--- config.mk ---
export PLATFORM = sky130hd
export DESIGN_NAME = msix_cap_ctrl
export DESIGN_NICKNAME = d
export VERILOG_FILES = /design/src/rtl/msix_cap_pkg.sv /design/src/rtl/msix_cap_ctrl_regs.sv /design/src/rtl/msix_cap_image.sv /design/src/rtl/msix_rescan_seq.sv /design/src/rtl/msix_cap_ctrl.sv
export SDC_FILE = /design/constraint.sdc
export NUM_CORES = 1
export LEC_CHECK = 0
export CAP_MARGIN = 20
export CORE_ASPECT_RATIO = 0.9
export CORE_MARGIN = 5
export CORE_UTILIZATION = 21
export DETAILED_ROUTE_END_ITERATION = 16
export GPL_TIMING_DRIVEN = 0
export PLACE_DENSITY = 0.76
export SKIP_CTS_REPAIR_TIMING = 1
export SLEW_MARGIN = 25
export SYNTH_ARGS = -nofsm -noshare
export SYNTH_HDL_FRONTEND = slang
export SYNTH_SLANG_ARGS = --single-unit
--- constraint.sdc ---
create_clock -name clk -period 1 [get_ports clk]
set_input_delay 0.2 -clock clk [delete_from_list [all_inputs] [get_ports clk]]
set_output_delay 0.2 -clock clk [all_outputs]
set_load 0.05 [all_outputs]
--- src/rtl/msix_cap_pkg.sv ---
package msix_cap_pkg;
   localparam logic [7:0]  CAP_ID_MSIX = 8'h11;
   localparam logic [31:0] TBL_OFFSET  = 32'h0000_0000;
   localparam logic [31:0] PEND_OFFSET = 32'h0000_0800;
   localparam int          CTRL_LANE   = 3;
   localparam int          EN_BIT      = 31;
   localparam int          FM_BIT      = 30;
   localparam int          MAX_VECTORS = 2048;

   typedef enum logic [1:0] {
      DW_HDR  = 2'd0,
      DW_TBL  = 2'd1,
      DW_PEND = 2'd2,
      DW_NONE = 2'd3
   } dw_sel_e;

   typedef struct packed {
      logic enable;
      logic fmask;
   } ctrl_t;
endpackage

--- src/rtl/msix_cap_ctrl_regs.sv ---
module msix_cap_ctrl_regs
   import msix_cap_pkg::*;
(
   input  logic       clk,
   input  logic       rst_n,
   input  logic       wr,
   input  logic [1:0] dw_sel,
   input  logic [3:0] be,
   input  logic [1:0] wr_ctrl,
   output ctrl_t      ctrl,
   output logic       rescan_start
);
   logic  lane_hit;
   ctrl_t ctrl_nxt;

   always_comb begin
      lane_hit = wr && (dw_sel == DW_HDR) && be[CTRL_LANE];
      ctrl_nxt = ctrl;
      if (lane_hit) begin
         ctrl_nxt.enable = wr_ctrl[1];
         ctrl_nxt.fmask  = wr_ctrl[0];
      end
      rescan_start = lane_hit &&
                     ((!ctrl.enable && ctrl_nxt.enable) ||
                      (ctrl.fmask && !ctrl_nxt.fmask));
   end

   always_ff @(posedge clk) begin
      if (!rst_n) begin
         ctrl <= '0;
      end else begin
         ctrl <= ctrl_nxt;
      end
   end
endmodule

--- src/rtl/msix_cap_image.sv ---
module msix_cap_image
   import msix_cap_pkg::*;
#(
   parameter int         NUM_VECTORS = 8,
   parameter int         BAR_IDX     = 2,
   parameter logic [7:0] NEXT_PTR    = 8'h50
)(
   input  ctrl_t       ctrl,
   input  logic [1:0]  dw_sel,
   input  logic [3:0]  be,
   output logic [31:0] rdata
);
   localparam logic [10:0] SIZE_FIELD = 11'(NUM_VECTORS - 1);
   localparam logic [31:0] BIR        = 32'(BAR_IDX);
   localparam int          LANES      = 4;

   logic [31:0] dw;

   always_comb begin
      unique case (dw_sel_e'(dw_sel))
         DW_HDR:  dw = {ctrl.enable, ctrl.fmask, 3'b000, SIZE_FIELD,
                        NEXT_PTR, CAP_ID_MSIX};
         DW_TBL:  dw = TBL_OFFSET | BIR;
         DW_PEND: dw = PEND_OFFSET | BIR;
         default: dw = '0;
      endcase
   end

   for (genvar i = 0; i < LANES; i++) begin : g_lane
      assign rdata[8*i +: 8] = be[i] ? dw[8*i +: 8] : 8'h00;
   end
endmodule

--- src/rtl/msix_rescan_seq.sv ---
module msix_rescan_seq #(
   parameter int NUM_VECTORS = 8,
   parameter int VEC_W       = 3
)(
   input  logic             clk,
   input  logic             rst_n,
   input  logic             start,
   output logic             busy,
   output logic [VEC_W-1:0] vec
);
   if (NUM_VECTORS == 1) begin : g_single
      assign vec = '0;
      always_ff @(posedge clk) begin
         if (!rst_n) begin
            busy <= 1'b0;
         end else begin
            busy <= start;
         end
      end
   end else begin : g_multi
      localparam logic [VEC_W-1:0] LAST = VEC_W'(NUM_VECTORS - 1);
      always_ff @(posedge clk) begin
         if (!rst_n) begin
            busy <= 1'b0;
            vec  <= '0;
         end else if (start) begin
            busy <= 1'b1;
            vec  <= '0;
         end else if (busy) begin
            if (vec == LAST) begin
               busy <= 1'b0;
               vec  <= '0;
            end else begin
               vec <= vec + 1'b1;
            end
         end
      end
   end
endmodule

--- src/rtl/msix_cap_ctrl.sv ---
module msix_cap_ctrl
   import msix_cap_pkg::*;
#(
   parameter int         NUM_VECTORS = 8,
   parameter int         BAR_IDX     = 2,
   parameter logic [7:0] NEXT_PTR    = 8'h50,
   localparam int        VEC_W       = (NUM_VECTORS > 1) ? $clog2(NUM_VECTORS) : 1
)(
   input  logic             clk,
   input  logic             rst_n,
   input  logic             cfg_wr,
   input  logic [1:0]       cfg_dw_sel,
   input  logic [3:0]       cfg_be,
   input  logic [31:0]      cfg_wdata,
   output logic [31:0]      cfg_rdata,
   output logic             msix_enable,
   output logic             msix_func_mask,
   output logic [11:0]      table_size,
   output logic             scan_busy,
   output logic [VEC_W-1:0] scan_vec,
   input  logic             vec_pending,
   input  logic             vec_masked,
   output logic             deliver_req
);
   if (NUM_VECTORS < 1 || NUM_VECTORS > MAX_VECTORS) begin : g_bad_count
      $error("msix_cap_ctrl: NUM_VECTORS out of range");
   end
   if (BAR_IDX < 0 || BAR_IDX > 5) begin : g_bad_bar
      $error("msix_cap_ctrl: BAR_IDX out of range");
   end

   ctrl_t ctrl;
   logic  rescan_start;

   msix_cap_ctrl_regs regs_i (
      .clk          (clk),
      .rst_n        (rst_n),
      .wr           (cfg_wr),
      .dw_sel       (cfg_dw_sel),
      .be           (cfg_be),
      .wr_ctrl      (cfg_wdata[EN_BIT:FM_BIT]),
      .ctrl         (ctrl),
      .rescan_start (rescan_start)
   );

   msix_cap_image #(
      .NUM_VECTORS (NUM_VECTORS),
      .BAR_IDX     (BAR_IDX),
      .NEXT_PTR    (NEXT_PTR)
   ) image_i (
      .ctrl   (ctrl),
      .dw_sel (cfg_dw_sel),
      .be     (cfg_be),
      .rdata  (cfg_rdata)
   );

   msix_rescan_seq #(
      .NUM_VECTORS (NUM_VECTORS),
      .VEC_W       (VEC_W)
   ) seq_i (
      .clk   (clk),
      .rst_n (rst_n),
      .start (rescan_start),
      .busy  (scan_busy),
      .vec   (scan_vec)
   );

   assign msix_enable    = ctrl.enable;
   assign msix_func_mask = ctrl.fmask;
   assign table_size     = 12'(NUM_VECTORS);
   assign deliver_req    = scan_busy && ctrl.enable && !ctrl.fmask &&
                           vec_pending && !vec_masked;
endmodule

==> results of run 1 <==
final timing paths:
path	start	to	slack [ns]	cells after the start
setup / recovery	seq_i.busy	deliver_req	-0.27	3
hold / removal	cfg_be[3]	regs_i.ctrl[1]	0.39	3
setup reg to reg	seq_i.vec[0]	seq_i.vec[2]	-0.08	4
hold reg to reg	seq_i.vec[0]	seq_i.vec[0]	0.56	2
per-layer routing:
layer  GRT usage, %  routed length (um)  vias up  share of wire, %
met2          10.73                 956       35                55
met5              0                   0        -                 0
met4          2.978                  19        0               1.1
li1               -                   -      331                 -
met3          1.439                 160        2               9.2
met1          7.120                 604      283                35
cells in the final DEF (no fill, tap or decap), types with 2 or more instances in the layout:
master / instances
ha_4: 3
buf_8: 15
and3_4: 2
clkdlybuf4s50_1: 5
o21ai_0: 2
and2_4: 4
mux2i_1: 2
buf_4: 38
conb_1: 33
nand3_1: 2
buf_6: 9
nand2b_4: 2
nor3b_1: 2
nand2_1: 2
clkbuf_4: 3
dfxtp_4: 6
dlymetal6s2s_1: 6
area by class of cell:
cell class	instances	area (um^2)	area share (%)
timing repair buffer	37	456.7	31.55
inverter	2	27.53	1.901
multi-input combinational	65	441.7	30.51
clock buffer	4	26.28	1.815
tap	42	52.55	3.630
buffer	37	300.3	20.74
sequential	6	142.6	9.853
critical path: cells and delay by family, from the launching register on:
family	cells	cell delay (ns)
buf+inv	1	0.15
flops	1	0.38
simple gates	2	0.28
state kept, by name, indices dropped and copies added (netlist names):
register     count
seq_i.busy       1
seq_i.vec        3
regs_i.ctrl      2
cells by family (layout without fill, tap and decap cells):
| group | after synthesis | in the layout | synth area share [%] |
|---|---|---|---|
| buf+inv | 39 | 80 | 43.93 |
| simple gates | 20 | 20 | 19.65 |
| compound gates | 6 | 6 | 5.973 |
| flops | 6 | 6 | 18.50 |
| fa+ha+maj | 4 | 4 | 7.707 |
| other cells | 2 | 33 | 1.157 |
| mux | 2 | 2 | 3.083 |
synth_stat cells:
cell type  number
conb_1          2
nand3_2         1
nand2b_1        2
and2_1          2
dfxtp_1         6
nor2b_1         1
ha_1            4
o21ai_0         3
inv_1           2
nor3b_1         2
nand4b_1        1
nand3_1         2
buf_4          37
nand2_1         2
mux2i_1         2
o211ai_1        1
nor2_1          2
and3_2          2
and2_2          3
o21a_1          1
a21oi_2         1
power by group:
| part | internal, mW | leakage, nW | switching, mW |
|---|---|---|---|
| Combinational | 0.237 | 0.707 | 0.424 |
| Sequential | 0.230 | 0.0532 | 0.00529 |
| Clock | 0.152 | 0.0150 | 0.106 |
| Total | 0.619 | 0.775 | 0.535 |
per-stage QoR:
step | TNS [ns] | worst slack, ns | std cells
after detailed placement | -19.64 | -1.285 | 182
final | -1.462 | -0.2654 | 193
after global routing | -1.924 | -0.2883 | 193
after CTS | -19.72 | -1.285 | 186
after global placement | -19.54 | -1.276 | 182
after floorplan | -0.2963 | -0.1369 | 110
==> key figures, run 1 <==
Run status
  • Outcome: complete, but fails checks
  • Failing checks: setup timing

Final layout
  • Post-route cell area: 1448 um^2
  • Util after Layout: 47.95%
  • Layout cell share with drive strength beyond 1: 58.28%
  • Fillcell total: 275
  • P&R area growth vs syn: 122.9%
  • Antenna cells: 0
  • Nets: 199

CTS
  • Deepest clock path buffer count: 2
  • Clk slew on worst S/H paths: 0.06 ns
  • CTS tree: done
  • H-tree depth: 1
  • Worst skew pair latency: 0.26 ns
  • Num CTS Buffers: 3
  • Clock Sinks: 6
  • Clock Root Buffer: clkbuf_4

Worst setup path
  • Max FO, Critical Path: 7
  • Worst Path Arrival: 1.07 ns
  • Critical-path top delay cell: dfxtp_4
  • Startpoint type of the worst setup path: flip-flop
  • CP Capture Type: output pin
  • Worst path max stage delay: 0.38 ns
  • CP cell instances: nand4b_1, nor2_4, buf_8
  • CP Data Required Time: 0.80 ns
  • Critical path class: flip-flop to output pin

STA
  • Slew Viols, Final: 0
  • Fin crit share: 126.5%
  • Fmax achieved: 0.7902 GHz
  • Minimum clock period: 1.265 ns
  • Relative slew slack: 66.12%
  • Setup WS post-layout: -0.2654 ns
  • Final Hold Violating Endpoints: 0
  • Max Clock Skew: 0.01230 ns
  • # setup viols final: 16
  • Worst slew pin tran: 0.5074 ns
  • Worst hold slack: 0.3944 ns
  • Unrepaired setup endpoints after global routing: yes

Floorplanning
  • Die width: 68.62 um
  • Die Height: 62.76 um
  • Top-level port count: 94
  • Row count: 19
  • Core region area: 3019 um^2
  • Starting Density: 21.51%
  • Die area: 4306 um^2

Detailed routing
  • 1st-pass router iterations: 2
  • Detail Route Antenna Nets: 0
  • DR vias/cell: 3.373
  • DR WL/cell: 9.021 um
  • WL final: 1.741 mm
  • Initial DRC count: 12
  • Via Count: 651
  • Drc violations: 0

Global routing
  • GRT Resource Usage Total: 6.292%
  • Largest net degree at the start of global routing: 9
  • GRT overflow: 0
  • Vias in the first global route: 523
  • First-pass GRT wire length: 2.159 mm
  • Initial antenna violation count: 0

Power
  • Lkg Pwr: 0.7754 nW
  • Max VDD drop: 0.3089 mV
  • Total Power: 1.154 mW
  • PD cells: 797.2 nW/um^2

Placed design
  • Area after DPL: 1231 um^2
  • Placer congestion estimate: 0.6974
  • IO buf count: 30
  • Hpwl dp: 1.304 mm

Logic synthesis
  • Synth area leaders: buf_4 (43%), dfxtp_1 (18%), ha_1 (7.7%), and2_2 (3.5%), mux2i_1 (3.1%)
  • Synth Register Bits: 6
  • Post-Syn Area: 649.4 um^2
  • Yosys cell types: 21
  • Synth area leader: buf_4
  • Cells after synthesis: 79
  • Count of synthesis-stage warnings from yosys: 0
  • Post-synth top area share: 42.77%
  • Synthesized area per cell: 8.220 um^2
  • Seq/Total Area, Yosys: 18.50%

Job
  • Max Cap Viol: 0

Min path
  • Hold Path Class: input port to flip-flop
(Power assumes the default switching activity.)
==> run 2, diff against run 1 <==
==> constraint.sdc (replaced) <==
create_clock -name clk -period 1 [get_ports clk]
set_input_delay 0.3 -clock clk [delete_from_list [all_inputs] [get_ports clk]]
set_output_delay 0.3 -clock clk [all_outputs]
set_load 0.05 [all_outputs]
==> run 2 against run 1 <==
Compared with the run above:
- the flow still finishes with violations (setup timing)
- first-iteration DRC count down 50%
- sequential share of layout area down 0.38 points
- routed wire length up 3.0%
- power up 0.48%
- clock skew down 0.0045 ns
- sequential cell count unchanged
- hold slack better by 0.036 ns
- die area unchanged
- register-to-register slack about the same
- global-route usage up 0.49 points
- count of clock-buffer cells in the layout unchanged
- largest cell class unchanged
==> key figures, run 2 (synthesized netlist as in run 1, its figures left out) <==
Detailed routing
  • Drc violations: 0
  • DR vias/cell: 3.323
  • Via Count: 638
  • Detail Route Antenna Nets: 0
  • Initial DRC count: 6
  • 1st-pass router iterations: 2
  • DR WL/cell: 9.339 um
  • WL final: 1.793 mm

STA
  • Fmax achieved: 0.7264 GHz
  • Final Hold Violating Endpoints: 0
  • Unrepaired setup endpoints after global routing: yes
  • Max Clock Skew: 0.007840 ns
  • # setup viols final: 22
  • Fin crit share: 137.7%
  • Setup TNS: -3.939 ns
  • Setup WS post-layout: -0.3767 ns
  • Minimum clock period: 1.377 ns
  • Worst hold slack: 0.4302 ns
  • Slew Viols, Final: 0

Worst setup path
  • Buf/Inv on CP: 1
  • CP cell instances: nand4b_1, nor2_4, buf_8
  • Critical path class: flip-flop to output pin
  • CP Data Required Time: 0.70 ns
  • Critical-path top delay cell: dfxtp_4
  • CP Capture Type: output pin
  • Worst path max stage delay: 0.35 ns
  • Worst Path Arrival: 1.08 ns
  • Largest delay share family, worst path: flip-flops
  • Startpoint type of the worst setup path: flip-flop
  • Max FO, Critical Path: 4

Power
  • Total Power: 1.160 mW
  • PD cells: 769.7 nW/um^2
  • Max VDD drop: 0.2664 mV
  • Lkg Pwr: 0.7860 nW

Placed design
  • Area after DPL: 1242 um^2
  • Placer congestion estimate: 0.7423
  • Hpwl dp: 1.326 mm
  • IO buf count: 30

Final layout
  • Most frequent cells in the layout: buf_4 (36), conb_1 (33), buf_8 (23)
  • Post-route cell area: 1506 um^2
  • Max reg flops: 3
  • Antenna cells: 0
  • Fillcell total: 268
  • Commonest non-fill, non-tap cell in the layout: buf_4
  • P&R area growth vs syn: 132.0%
  • Nets: 198
  • Util after Layout: 49.90%
  • Biggest regs: seq_i.vec (3), regs_i.ctrl (2), seq_i.busy (1)
  • Biggest register: seq_i.vec
  • Layout cell share with drive strength beyond 1: 61.33%

Global routing
  • GRT Resource Usage Total: 6.781%
  • Largest net degree at the start of global routing: 9
  • GRT overflow: 0
  • Initial antenna violation count: 0
  • Vias in the first global route: 528
  • First-pass GRT wire length: 2.235 mm

CTS
  • Clock Sinks: 6
  • Clock Root Buffer: clkbuf_4
  • H-tree depth: 1
  • Clk slew on worst S/H paths: 0.05 ns
  • CTS tree: done
  • Worst skew pair latency: 0.25 ns
  • Deepest clock path buffer count: 2
  • Num CTS Buffers: 3

Floorplanning
  • Top-level port count: 94
  • Die Height: 62.76 um
  • Die width: 68.62 um
  • Core region area: 3019 um^2
  • Starting Density: 21.51%
  • Row count: 19
  • Die area: 4306 um^2

Run status
  • Failing checks: setup timing
  • Outcome: complete, but fails checks

Job
  • Max Cap Viol: 0

Min path
  • Hold Path Class: input port to flip-flop
-- run 2: cell types whose count changed in the layout (fill, tap and decap cells not counted), sizes merged --
cell | before | now
clkdlybuf4s50 | 5 | 3
dlymetal6s2s | 6 | 7
clkinv | 0 | 1
inv | 2 | 1
-- run 2: power breakdown --
group	internal (mW)	switching (mW)
sequential	0.230	0.00678
combinational	0.249	0.429
clock	0.152	0.0934
total	0.631	0.529
-- run 2: area by class of cell --
class	count	area (um^2)	share of cell area, %
timing repair buffer	36	479.2	31.81
multi-input combinational	65	465.4	30.90
tap	42	52.55	3.488
inverter	2	32.53	2.159
clock buffer	4	26.28	1.744
sequential	6	142.6	9.468
buffer	37	307.8	20.43
-- run 2: worst reg2reg max path, delay by kind of cell (launching register included) --
kind / cells / cell delay [ns]
adders and majority gates: 2 / 0.41
muxes: 1 / 0.06
and+or+nand+nor: 1 / 0.16
DFF: 1 / 0.36
-- run 2: final timing paths --
| path | start | end | slack (ns) | depth (start not counted) |
|---|---|---|---|---|
| max | regs_i.ctrl[0] | deliver_req | -0.38 | 3 |
| min | cfg_wdata[31] | regs_i.ctrl[1] | 0.43 | 3 |
| max reg2reg | seq_i.vec[1] | seq_i.vec[2] | -0.07 | 4 |
| min reg2reg | seq_i.vec[2] | seq_i.vec[2] | 0.58 | 2 |
-- run 2: routing by layer --
layer  global-route usage, %  share of wire [%]  vias to the layer above
li1                        -                  -                      328
met1                   7.189                 31                      275
met2                   11.20                 57                       31
met3                   1.978                 10                        4
met4                   4.467                2.0                        0
met5                       0                  0                        -
-- run 2: metrics by stage --
| step | setup slack [ns] | instances |
|---|---|---|
| floorplan | -0.2369 | 110 |
| global placement | -1.477 | 182 |
| detailed placement | -1.493 | 182 |
| CTS | -1.492 | 186 |
| global route | -0.4097 | 192 |
| finish | -0.3767 | 192 |
==> run 3, diff against run 2 <==
CAP_MARGIN = 5   (was 20)
==> results of run 3 <==
Same layout as run 2: the final DEF is identical, and so are final timing and power.
